==> src/rtl/dts_pkg.sv <==
package dts_pkg;
  localparam int TRIG_W    = 4;
  localparam int NUM_CODES = 1 << TRIG_W;

  typedef enum logic [TRIG_W-1:0] {
    TS_SOFT     = 4'd0,
    TS_EXT_FALL = 4'd1,
    TS_EXT_RISE = 4'd2,
    TS_PORT_A   = 4'd3,
    TS_PORT_B   = 4'd4,
    TS_HOLE_5   = 4'd5,
    TS_TMR_B    = 4'd6,
    TS_TMR_A    = 4'd7,
    TS_AUDIO    = 4'd8,
    TS_STREAM   = 4'd9,
    TS_SIO_RX   = 4'd10,
    TS_SIO_TX   = 4'd11,
    TS_ADC      = 4'd12,
    TS_PORT_C   = 4'd13,
    TS_PORT_D   = 4'd14,
    TS_HOLE_15  = 4'd15
  } trig_code_e;

  // Codes that must never start the given channel
  function automatic logic code_reserved(input int unsigned ch,
                                         input logic [TRIG_W-1:0] code);
    case (code)
      TS_HOLE_5, TS_HOLE_15: return 1'b1;
      TS_AUDIO:              return (ch < 2);
      TS_SIO_RX, TS_SIO_TX:  return (ch == 3);
      default:               return 1'b0;
    endcase
  endfunction
endpackage

==> src/rtl/dts_sel_regs.sv <==
module dts_sel_regs
  import dts_pkg::*;
#(
  parameter int NUM_CH = 4,
  parameter int CH_W   = $clog2(NUM_CH)
) (
  input  logic                         clk,
  input  logic                         rst_n,
  input  logic                         wr_en,
  input  logic [CH_W-1:0]              wr_ch,
  input  logic [TRIG_W-1:0]            wr_code,
  output logic [NUM_CH-1:0][TRIG_W-1:0] sel,
  output logic [NUM_CH-1:0]            wr_hit
);
  for (genvar g = 0; g < NUM_CH; g++) begin : g_dec
    assign wr_hit[g] = wr_en && (wr_ch == CH_W'(g));
  end

  always_ff @(posedge clk) begin
    if (!rst_n) begin
      for (int i = 0; i < NUM_CH; i++) sel[i] <= TS_SOFT;
    end else begin
      for (int i = 0; i < NUM_CH; i++) begin
        if (wr_hit[i]) sel[i] <= wr_code;
      end
    end
  end
endmodule

==> src/rtl/dts_ext_edge.sv <==
module dts_ext_edge #(
  parameter int NUM_CH = 4
) (
  input  logic              clk,
  input  logic              rst_n,
  input  logic [NUM_CH-1:0] req_n,
  output logic [NUM_CH-1:0] fall,
  output logic [NUM_CH-1:0] rise
);
  logic [NUM_CH-1:0] meta_q, sync_q, prev_q;

  // Idle level of the pins is high; reset to it so no edge appears
  always_ff @(posedge clk) begin
    if (!rst_n) begin
      meta_q <= '1;
      sync_q <= '1;
      prev_q <= '1;
    end else begin
      meta_q <= req_n;
      sync_q <= meta_q;
      prev_q <= sync_q;
    end
  end

  assign fall = prev_q & ~sync_q;
  assign rise = ~prev_q & sync_q;
endmodule

==> src/rtl/dts_chan.sv <==
module dts_chan
  import dts_pkg::*;
#(
  parameter int CH_IDX  = 0,
  parameter int IRQ_LAG = 2
) (
  input  logic                 clk,
  input  logic                 rst_n,
  input  logic [TRIG_W-1:0]    sel,
  input  logic [NUM_CODES-1:0] cand,
  input  logic                 en,
  input  logic                 blank,
  output logic                 start,
  output logic                 irq
);
  logic              hit;
  logic [IRQ_LAG-1:0] lag_q;

  assign hit = cand[sel] & ~code_reserved(CH_IDX, sel);

  always_ff @(posedge clk) begin
    if (!rst_n) start <= 1'b0;
    else        start <= hit & en & ~blank;
  end

  always_ff @(posedge clk) begin
    if (!rst_n) begin
      lag_q <= '0;
    end else begin
      lag_q[0] <= start;
      for (int i = 1; i < IRQ_LAG; i++) lag_q[i] <= lag_q[i-1];
    end
  end

  assign irq = lag_q[IRQ_LAG-1];
endmodule

==> src/rtl/dts_trig_select.sv <==
module dts_trig_select
  import dts_pkg::*;
#(
  parameter int NUM_CH  = 4,
  parameter int IRQ_LAG = 2,
  localparam int CH_W   = $clog2(NUM_CH),
  localparam int PORT_W = 4 * NUM_CH,
  localparam int SIO_N  = NUM_CH - 1
) (
  input  logic                     clk,
  input  logic                     rst_n,
  input  logic                     cfg_we,
  input  logic [CH_W-1:0]          cfg_ch,
  input  logic [TRIG_W-1:0]        cfg_sel,
  output logic [NUM_CH*TRIG_W-1:0] sel_q,
  input  logic                     sw_we,
  input  logic [NUM_CH-1:0]        sw_data,
  input  logic [NUM_CH-1:0]        dma_en,
  input  logic [NUM_CH-1:0]        ext_req_n,
  input  logic [PORT_W-1:0]        port_evt,
  input  logic [NUM_CH-1:0]        tmr_cmp_a,
  input  logic [NUM_CH-1:0]        tmr_cmp_b,
  input  logic [SIO_N-1:0]         sio_rx_full,
  input  logic [SIO_N-1:0]         sio_tx_empty,
  input  logic                     aud_out_l,
  input  logic                     aud_out_r,
  input  logic                     aud_in_l,
  input  logic                     aud_in_r,
  input  logic                     spi_tx_req,
  input  logic                     spi_rx_req,
  input  logic                     adc_done,
  output logic [NUM_CH-1:0]        dma_start,
  output logic [NUM_CH-1:0]        cpu_irq
);
  logic [NUM_CH-1:0][TRIG_W-1:0] sel;
  logic [NUM_CH-1:0]             wr_hit;
  logic [NUM_CH-1:0]             ext_fall, ext_rise;
  logic [NUM_CH-1:0]             sw_pend;

  dts_sel_regs #(.NUM_CH(NUM_CH), .CH_W(CH_W)) u_regs (
    .clk    (clk),
    .rst_n  (rst_n),
    .wr_en  (cfg_we),
    .wr_ch  (cfg_ch),
    .wr_code(cfg_sel),
    .sel    (sel),
    .wr_hit (wr_hit)
  );

  assign sel_q = sel;

  dts_ext_edge #(.NUM_CH(NUM_CH)) u_edge (
    .clk  (clk),
    .rst_n(rst_n),
    .req_n(ext_req_n),
    .fall (ext_fall),
    .rise (ext_rise)
  );

  // Write-one-to-start bits; held for exactly one cycle
  always_ff @(posedge clk) begin
    if (!rst_n)     sw_pend <= '0;
    else if (sw_we) sw_pend <= sw_data;
    else            sw_pend <= '0;
  end

  for (genvar g = 0; g < NUM_CH; g++) begin : g_ch
    logic                 src_aud, src_strm, src_rx, src_tx;
    logic [NUM_CODES-1:0] cand;

    if (g == 2)      begin : g_a8 assign src_aud = aud_in_l; end
    else if (g == 3) begin : g_a8 assign src_aud = aud_in_r; end
    else             begin : g_a8 assign src_aud = 1'b0;     end

    if (g == 0)      begin : g_a9 assign src_strm = aud_out_l;  end
    else if (g == 1) begin : g_a9 assign src_strm = aud_out_r;  end
    else if (g == 2) begin : g_a9 assign src_strm = spi_tx_req; end
    else if (g == 3) begin : g_a9 assign src_strm = spi_rx_req; end
    else             begin : g_a9 assign src_strm = 1'b0;       end

    if (g < SIO_N) begin : g_sio
      assign src_rx = sio_rx_full[g];
      assign src_tx = sio_tx_empty[g];
    end else begin : g_sio
      assign src_rx = 1'b0;
      assign src_tx = 1'b0;
    end

    // Bit k of cand is the source chosen by code k
    assign cand = {1'b0,
                   port_evt[g+12], port_evt[g+8], adc_done,
                   src_tx, src_rx, src_strm, src_aud,
                   tmr_cmp_a[g], tmr_cmp_b[g], 1'b0,
                   port_evt[g+4], port_evt[g],
                   ext_rise[g], ext_fall[g], sw_pend[g]};

    dts_chan #(.CH_IDX(g), .IRQ_LAG(IRQ_LAG)) u_chan (
      .clk  (clk),
      .rst_n(rst_n),
      .sel  (sel[g]),
      .cand (cand),
      .en   (dma_en[g]),
      .blank(wr_hit[g]),
      .start(dma_start[g]),
      .irq  (cpu_irq[g])
    );
  end
endmodule

==> config.mk <==
export PLATFORM = sky130hd
export DESIGN_NAME = dts_trig_select
export DESIGN_NICKNAME = d
export VERILOG_FILES = /design/src/rtl/dts_pkg.sv /design/src/rtl/dts_sel_regs.sv /design/src/rtl/dts_ext_edge.sv /design/src/rtl/dts_chan.sv /design/src/rtl/dts_trig_select.sv
export SDC_FILE = /design/constraint.sdc
export NUM_CORES = 1
export LEC_CHECK = 0
export ABC_AREA = 1
export CAP_MARGIN = 10
export CORE_ASPECT_RATIO = 0.9
export CORE_MARGIN = 5
export CORE_UTILIZATION = 30
export DETAILED_ROUTE_END_ITERATION = 7
export DONT_BUFFER_PORTS = 1
export GPL_TIMING_DRIVEN = 0
export PLACE_DENSITY = 0.52
export SYNTH_ARGS = -nofsm -noshare
export SYNTH_HDL_FRONTEND = slang
export SYNTH_SLANG_ARGS = --single-unit
==> constraint.sdc <==
create_clock -name clk -period 1.2 [get_ports clk]
set_input_delay 0.24 -clock clk [delete_from_list [all_inputs] [get_ports clk]]
set_output_delay 0.24 -clock clk [all_outputs]
set_load 0.01 [all_outputs]
# ---- Word level (Yosys, flattened, before mapping)
# Cells that the tools add are included.
dict set report totals {
  elab_cells 81
  regBits 44
  out_inout_bits 24
}
dict set report classes {
  muxes 12
  order_cmp 4
  n_bitwise 24
  reduce_logical 10
  n_eq_ne 15
}
# operator n
set ops {}
lappend ops {{$eq 4x4->1 const B} 8}
lappend ops {{$lt 4x5->1 const B} 4}
lappend ops {{$bmux 1 s4} 4}
lappend ops {{$eq 4x3->1 const B} 4}
lappend ops {{$and 1x1->1} 12}
lappend ops {{$and 4x4->4} 2}
lappend ops {{$mux 1} 8}
lappend ops {{$not 1->1} 8}
lappend ops {{$not 4->4} 2}
lappend ops {{$reduce_or 3->1} 2}
lappend ops {{$eq 2x2->1 const B} 2}
lappend ops {{$logic_and 1x1->1} 4}
lappend ops {{$reduce_or 4->1} 1}
lappend ops {{$eq 2x1->1 const B} 1}
lappend ops {{$logic_not 2->1} 1}
lappend ops {{$reduce_and 2->1} 1}
lappend ops {{$reduce_or 2->1} 1}

# ---- Logic depth before layout (Yosys ltp)
dict set report logic_depth {
  depth_word 7
  depth_mapped 10
  depth_no_buf 9
}

# ---- Modules after synthesis
# A second synthesis with hierarchy kept.
dict set report unflattened {
  cells_unflattened 410
  area_unflattened_um2 2438.6
}
# module area_each_um2 seq_area_each_um2 cells_each n_inst
set modules_own_cells {}
lappend modules_own_cells {dts_sel_regs 718.2 320.3 110 1}
lappend modules_own_cells {{dts_chan (g_ch[0].u_chan ...)} 330.3 60.1 66 2}
lappend modules_own_cells {dts_ext_edge 386.6 240.2 49 1}
lappend modules_own_cells {{dts_chan (g_ch[3].u_chan)} 314.1 60.1 60 1}
lappend modules_own_cells {{dts_chan (g_ch[2].u_chan)} 239.0 60.1 45 1}
lappend modules_own_cells {dts_trig_select 120.1 80.1 14 1}

# ---- Worst setup path after synthesis
# Ideal clock, no wire load.
dict set report synth_path {
  kind {register to register}
  startpoint {register u_regs.sel[0] (netlist name)}
  endpoint {register g_ch[0].u_chan.start}
  slack_ns 0.141
  synth_period_minus_slack_ns 1.059
  arrival_ns 0.946
  setup_time_ns 0.113
  path_stages_with_launch 8
  cell_sequence {dfxtp_1 -> inv_2 -> nand2_1 -> nand2_1 -> o211ai_1 -> nand2_1 -> nor2_1 -> nor2_1}
}
dict set report synth_via {
  elab_chain_len 7
  elab_cells_between_ends 11
  classes_between {3 x eq/ne; 3 x mux; 4 x bitwise; 1 x reduce/logical}
}
# element line_no
set synth_lines {}
lappend synth_lines {{start, declared} dts_sel_regs.sv:12} ;# output logic [NUM_CH-1:0][TRIG_W-1:0] sel,
lappend synth_lines {{start signal, assigned by index} dts_sel_regs.sv:24} ;# if (wr_hit[i]) sel[i] <= wr_code;
lappend synth_lines {{$eq 4x3->1 / $eq 4x4->1 (equally long branches)} dts_pkg.sv:27} ;# case (code)
lappend synth_lines {{$reduce_or 3->1 (no source line)} -}
lappend synth_lines {{$mux 1} dts_pkg.sv:27}
lappend synth_lines {{$not 1->1} dts_chan.sv:19} ;# assign hit = cand[sel] & ~code_reserved(CH_IDX, sel);
lappend synth_lines {{$and 1x1->1 (*)} dts_chan.sv:19}
lappend synth_lines {{$and 1x1->1 (*) (2 in series)} dts_chan.sv:23} ;# else start <= hit & en & ~blank;
lappend synth_lines {{end signal, assigned} dts_chan.sv:23}
lappend synth_lines {{end, declared} dts_chan.sv:13} ;# output logic start,
# Every way passes the cells marked *; elsewhere a longest branch is shown, timed or not. The select of a mux whose other input is x is not followed.
# A chain may end at the register's enable or synchronous reset.

# ---- Worst setup path after layout
dict set report layout_path {
  startpoint {register u_regs.sel[8] (netlist name)}
  endpoint {register g_ch[2].u_chan.start}
}
dict set report layout_via {
  elab_chain_len 7
  elab_cells_between_ends 10
  classes_between {2 x eq/ne; 3 x mux; 4 x bitwise; 1 x reduce/logical}
}
# element line_no
set layout_lines {}
lappend layout_lines {{parallel branches: the longest is 4 deep, another holds $bmux 1 s4} -}
lappend layout_lines {{$and 1x1->1 (*)} dts_chan.sv:19}
lappend layout_lines {{$and 1x1->1 (*) (2 in series)} dts_chan.sv:23}
lappend layout_lines {{end signal, assigned} dts_chan.sv:23}
lappend layout_lines {{end, declared} dts_chan.sv:13}
# Every way passes the cells marked *. The select of a mux whose other input is x is not followed.

==> results.md <==
Run status:
- The run finished with clean final reports.

Hold path:
- The class of the most critical hold timing path is in -> reg.

Route:
- After detailed routing, the number of remaining DRC violations is 0.
- The detail-routed net length per standard cell is between 10 and 15 microns.
- For this block, the initial DRC count from the detailed router was 59.
- Summed over all layers, the routed wires come to 5696 microns.
- The ratio of routed vias to standard cells is 4.679.
- The via count is 1895.
- The detail route stage leaves a number of antenna-violating nets equal to 0.
- The detailed-router iteration count before antenna repair is 4.

Pwr:
- The share of total power dissipated in combinational logic is 11.9%.
- For this design the ratio of total power to cell area is 1248 nW/um^2.
- The share of total power dissipated in sequential elements is between 50% and 60%.
- The switching share of power is 27.31%.
- The part of the power in the clock network is 33.7%.
- The worst-case IR drop observed on VDD is 0.4713 mV.
- For this design the static power due to leakage is 1.121 nW.
- The switching power is 797.2 uW.
- The power after layout is roughly 3 mW.
- The internal power contribution is roughly 2.1 mW.

Timing:
- For the pin with the worst max-slew slack, the measured transition is 0.2873 ns.
- Setup repair after global routing left no endpoint under its margin.
- The number of hold violations in the final report is 0.
- The number of max-slew violations in the final report came to 0.
- The relative slew slack is 80.83%.
- Adding up every negative setup slack in the final design gives 0 ns.
- On the final layout, the worst clock skew is 0.003997 ns.
- The time the worst path needs with I/O delays and setup is ~1.1 ns.
- The worst path meets setup with about 0.11 ns of slack.
- The upper clock frequency limit is a little over 0.9 GHz.
- The final setup violation count is 0.
- Dividing the final minimum period by the clock period gives just over 90%.

Synth:
- In the post-synthesis netlist, the biggest area contributors are sky130_fd_sc_hd__dfxtp_1 42%, sky130_fd_sc_hd__nand2_1 14%, sky130_fd_sc_hd__inv_1 7.0%.
- The multiplexer fraction of the synthesized cell area is 0%.
- The count of yosys warnings during synthesis is 0.
- The number of nets produced by synthesis is approximately 370.
- After synthesis the netlist holds a flip-flop and latch count of 44.
- The adder-cell share of the synthesized area is 0%.
- The xor and xnor area share after synthesis is 0.4204%.
- The area fraction of the dominant cell type after synthesis is 42.28%.
- Summing the areas of all compound-gate instances in the mapped netlist gives 12.79% of the synthesized area.
- The sequential area share after synthesis is 42.28%.
- The average instance in the mapped netlist occupies between 6 and 7 sq um.
- Counting every instance in the synthesized netlist gives 306.
- After synthesis, the netlist uses 20 different library cells.
- After Yosys synthesis, and, or, nand and nor cells account for 31.71% of the synthesized area.
- The biggest area consumer among synthesized cells is sky130_fd_sc_hd__dfxtp_1.
- The combinational family with the most area after synthesis is simple AND/OR/NAND/NOR gates.
- The post-synthesis instance area is 2083 sq um.

Floorplanning:
- The number of standard-cell rows in the floorplan is 28.
- The initial cell density of the core is 31.30%.
- The chip height is ~89 microns.
- The die boundary width is 97.84 microns.
- During I/O placement, the number of pins put on the boundary was 83.
- The die footprint is 8713 sq um.
- The region available for standard cell placement spans 6656 sq um.

Clock tree:
- The clock-pin slew reported for the worst setup and hold paths after clock tree synthesis is 0.09 ns.
- The H-tree was split into 2 levels.
- The clock latency on the worst-skew pair is about 0.30 ns.
- The total CTS buffers is 5.
- Buffers inserted to repair hold after CTS numbered 0.
- The clock sink total is 44.
- The TritonCTS clock tree is yes.
- The maximum clock insertion buffer count is 2.
- The root buffer cell chosen for the clock tree is sky130_fd_sc_hd__clkbuf_8.

Global routing:
- The total overflow left after global routing is 0.
- The number of antenna violations at the first check in global routing is 0.
- The first global-routing pass estimated 9156 microns of wire.
- The global-route total usage across every layer is 13.47%.
- The via count of the first global-routing pass is 1777.
- Entering global routing, the biggest net connects 15 pins.

Placed design:
- In this run the tool buffered the top-level ports with 0 buffer cells.
- The global placement routability congestion is just over 0.8.
- OpenSTA, run right after detailed placement, puts the worst setup slack at -0.06229 ns.
- Summed over all nets, the half-perimeter wirelength after detailed placement is 4334 microns.

Setup path:
- The cell type with the highest occurrence count on the critical path is sky130_fd_sc_hd__nand3_1.
- On the worst path, the slowest cell contributes a delay of 0.37 ns.
- STA classifies the critical path endpoint as a register.
- The critical path goes through buf_6 > inv_6 > nand2_1 > nand3_1 > nand3_1 > a21oi_1 > nor2_1.
- The kind of start point of the critical path is a register.
- The critical-path maximum fanout is 9.
- STA puts the critical path data arrival time at 1.28 ns.
- At the worst endpoint, the required time is 1.40 ns.
- The worst setup path is of the reg -> reg kind.
- For this design, the slowest cell found on the critical path is sky130_fd_sc_hd__dfxtp_4.

Final layout:
- The net total in the final layout is between 300 and 400.
- 0 antenna diodes ended up in the layout.
- The area growth from synthesis to layout is 12.25%.
- Cells with a size suffix above 1 make up 17.14% of the layout.
- The count of filler cells inserted in the layout is 742.

Run:
- The tool flagged a number of max-cap violations equal to 0.
## cells by family after synthesis
logic type	Yosys count
AND/OR/NAND/NOR	150
buffers and inverters	59
AO/OA/AOI/OAI	52
flip-flops	44
XOR/XNOR	1
## synthesized netlist by cell type, drive strengths merged
master,number
a21oi,28
a31oi,1
buf,12
clkbuf,1
dfxtp,44
inv,46
nand2,76
nand3,34
nand3b,2
nor2,29
o211ai,2
o21ai,21
or2,9
xnor2,1
## area by class of cell
type / instances / area [sq um] / area share [%]
Clock inverter: 2 / 15.01 / 0.6421
Clock buffer: 6 / 82.58 / 3.531
Sequential cell: 44 / 907.1 / 38.79
Inverter: 46 / 186.4 / 7.972
Timing Repair Buffer: 1 / 7.507 / 0.3210
Buffer: 13 / 91.34 / 3.906
Tap cell: 90 / 112.6 / 4.815
Multi-Input combinational cell: 203 / 935.9 / 40.02
## metal layers
metal	up-vias	part of all wire [%]	track usage, %
li1	976	-	-
met1	832	47	17.74
met2	79	42	19.90
met3	8	11	6.474
met4	0	0.97	3.396
met5	-	0	0
## layout by cell type, fill, tap and decap left out, types with 3 or more instances in the layout
cell type                    instances
sky130_fd_sc_hd__clkbuf_8            6
sky130_fd_sc_hd__nand3_1            29
sky130_fd_sc_hd__nor2_1             29
sky130_fd_sc_hd__inv_2               4
sky130_fd_sc_hd__nand2_1            76
sky130_fd_sc_hd__dfxtp_4             5
sky130_fd_sc_hd__dfxtp_1            33
sky130_fd_sc_hd__inv_1              38
sky130_fd_sc_hd__or2_2               8
sky130_fd_sc_hd__o21ai_1            21
sky130_fd_sc_hd__dfxtp_2             6
sky130_fd_sc_hd__clkinvlp_4          3
sky130_fd_sc_hd__a21oi_1            28
sky130_fd_sc_hd__nand3_2             5
sky130_fd_sc_hd__buf_4               9
sky130_fd_sc_hd__buf_2               3
## state kept, by name, indices dropped and copies added (netlist names)
register,flops
sw_pend,4
u_edge.meta_q,4
u_edge.prev_q,4
u_edge.sync_q,4
g_ch.u_chan.lag_q,8
u_regs.sel,16
g_ch.u_chan.start,4
## what timing repair did
action | in CTS | in global routing
gates resized for setup | 4 | 16
hold endpoints to repair | 0 | 0
pin swaps | 0 | 0
endpoints found under the setup margin | 3 | 4
setup buffers | 0 | 1
## final timing paths
| check | from | to | slack [ns] | cells past startpoint |
|---|---|---|---|---|
| worst max-delay path | u_regs.sel[8] | g_ch[2].u_chan.start | 0.11 | 7 |
| worst min-delay path | ext_req_n[3] | u_edge.meta_q[3] | 0.04 | 1 |
| worst min register to register | g_ch[2].u_chan.lag_q[0] | g_ch[2].u_chan.lag_q[1] | 0.42 | 2 |
| worst max register to register | u_regs.sel[8] | g_ch[2].u_chan.start | 0.11 | 7 |
## through the flow
stage               cell area (sq um)  std cells  hold slack [ns]  util [%]
floorplan                        2083        306           0.3466         -
global placement                 2196        396           0.3472     32.99
detailed placement               2196        396           0.3495     32.99
CTS                              2298        404          0.03392     34.53
global route                     2338        405          0.01452     35.13
finish                           2338        405          0.03790     35.13
## power groups by stage
| stage | clock network (mW) | registers (mW) | logic [mW] |
|---|---|---|---|
| final | 0.984 | 1.59 | 0.347 |
| after global routing | 1.09 | 1.60 | 0.402 |
| after CTS | 1.01 | 1.59 | 0.345 |
| after detailed placement | 0 | 1.62 | 0.343 |
| after global placement | 0 | 1.62 | 0.340 |
| after floorplan | 0 | 1.61 | 0.277 |
## critical path: cells and delay by family (launching register included)
kind,cells,cell delay [ns]
buf+inv,2,0.22
flops,1,0.37
simple gates,4,0.25
compound gates,1,0.15
(Power assumes the default switching activity.)
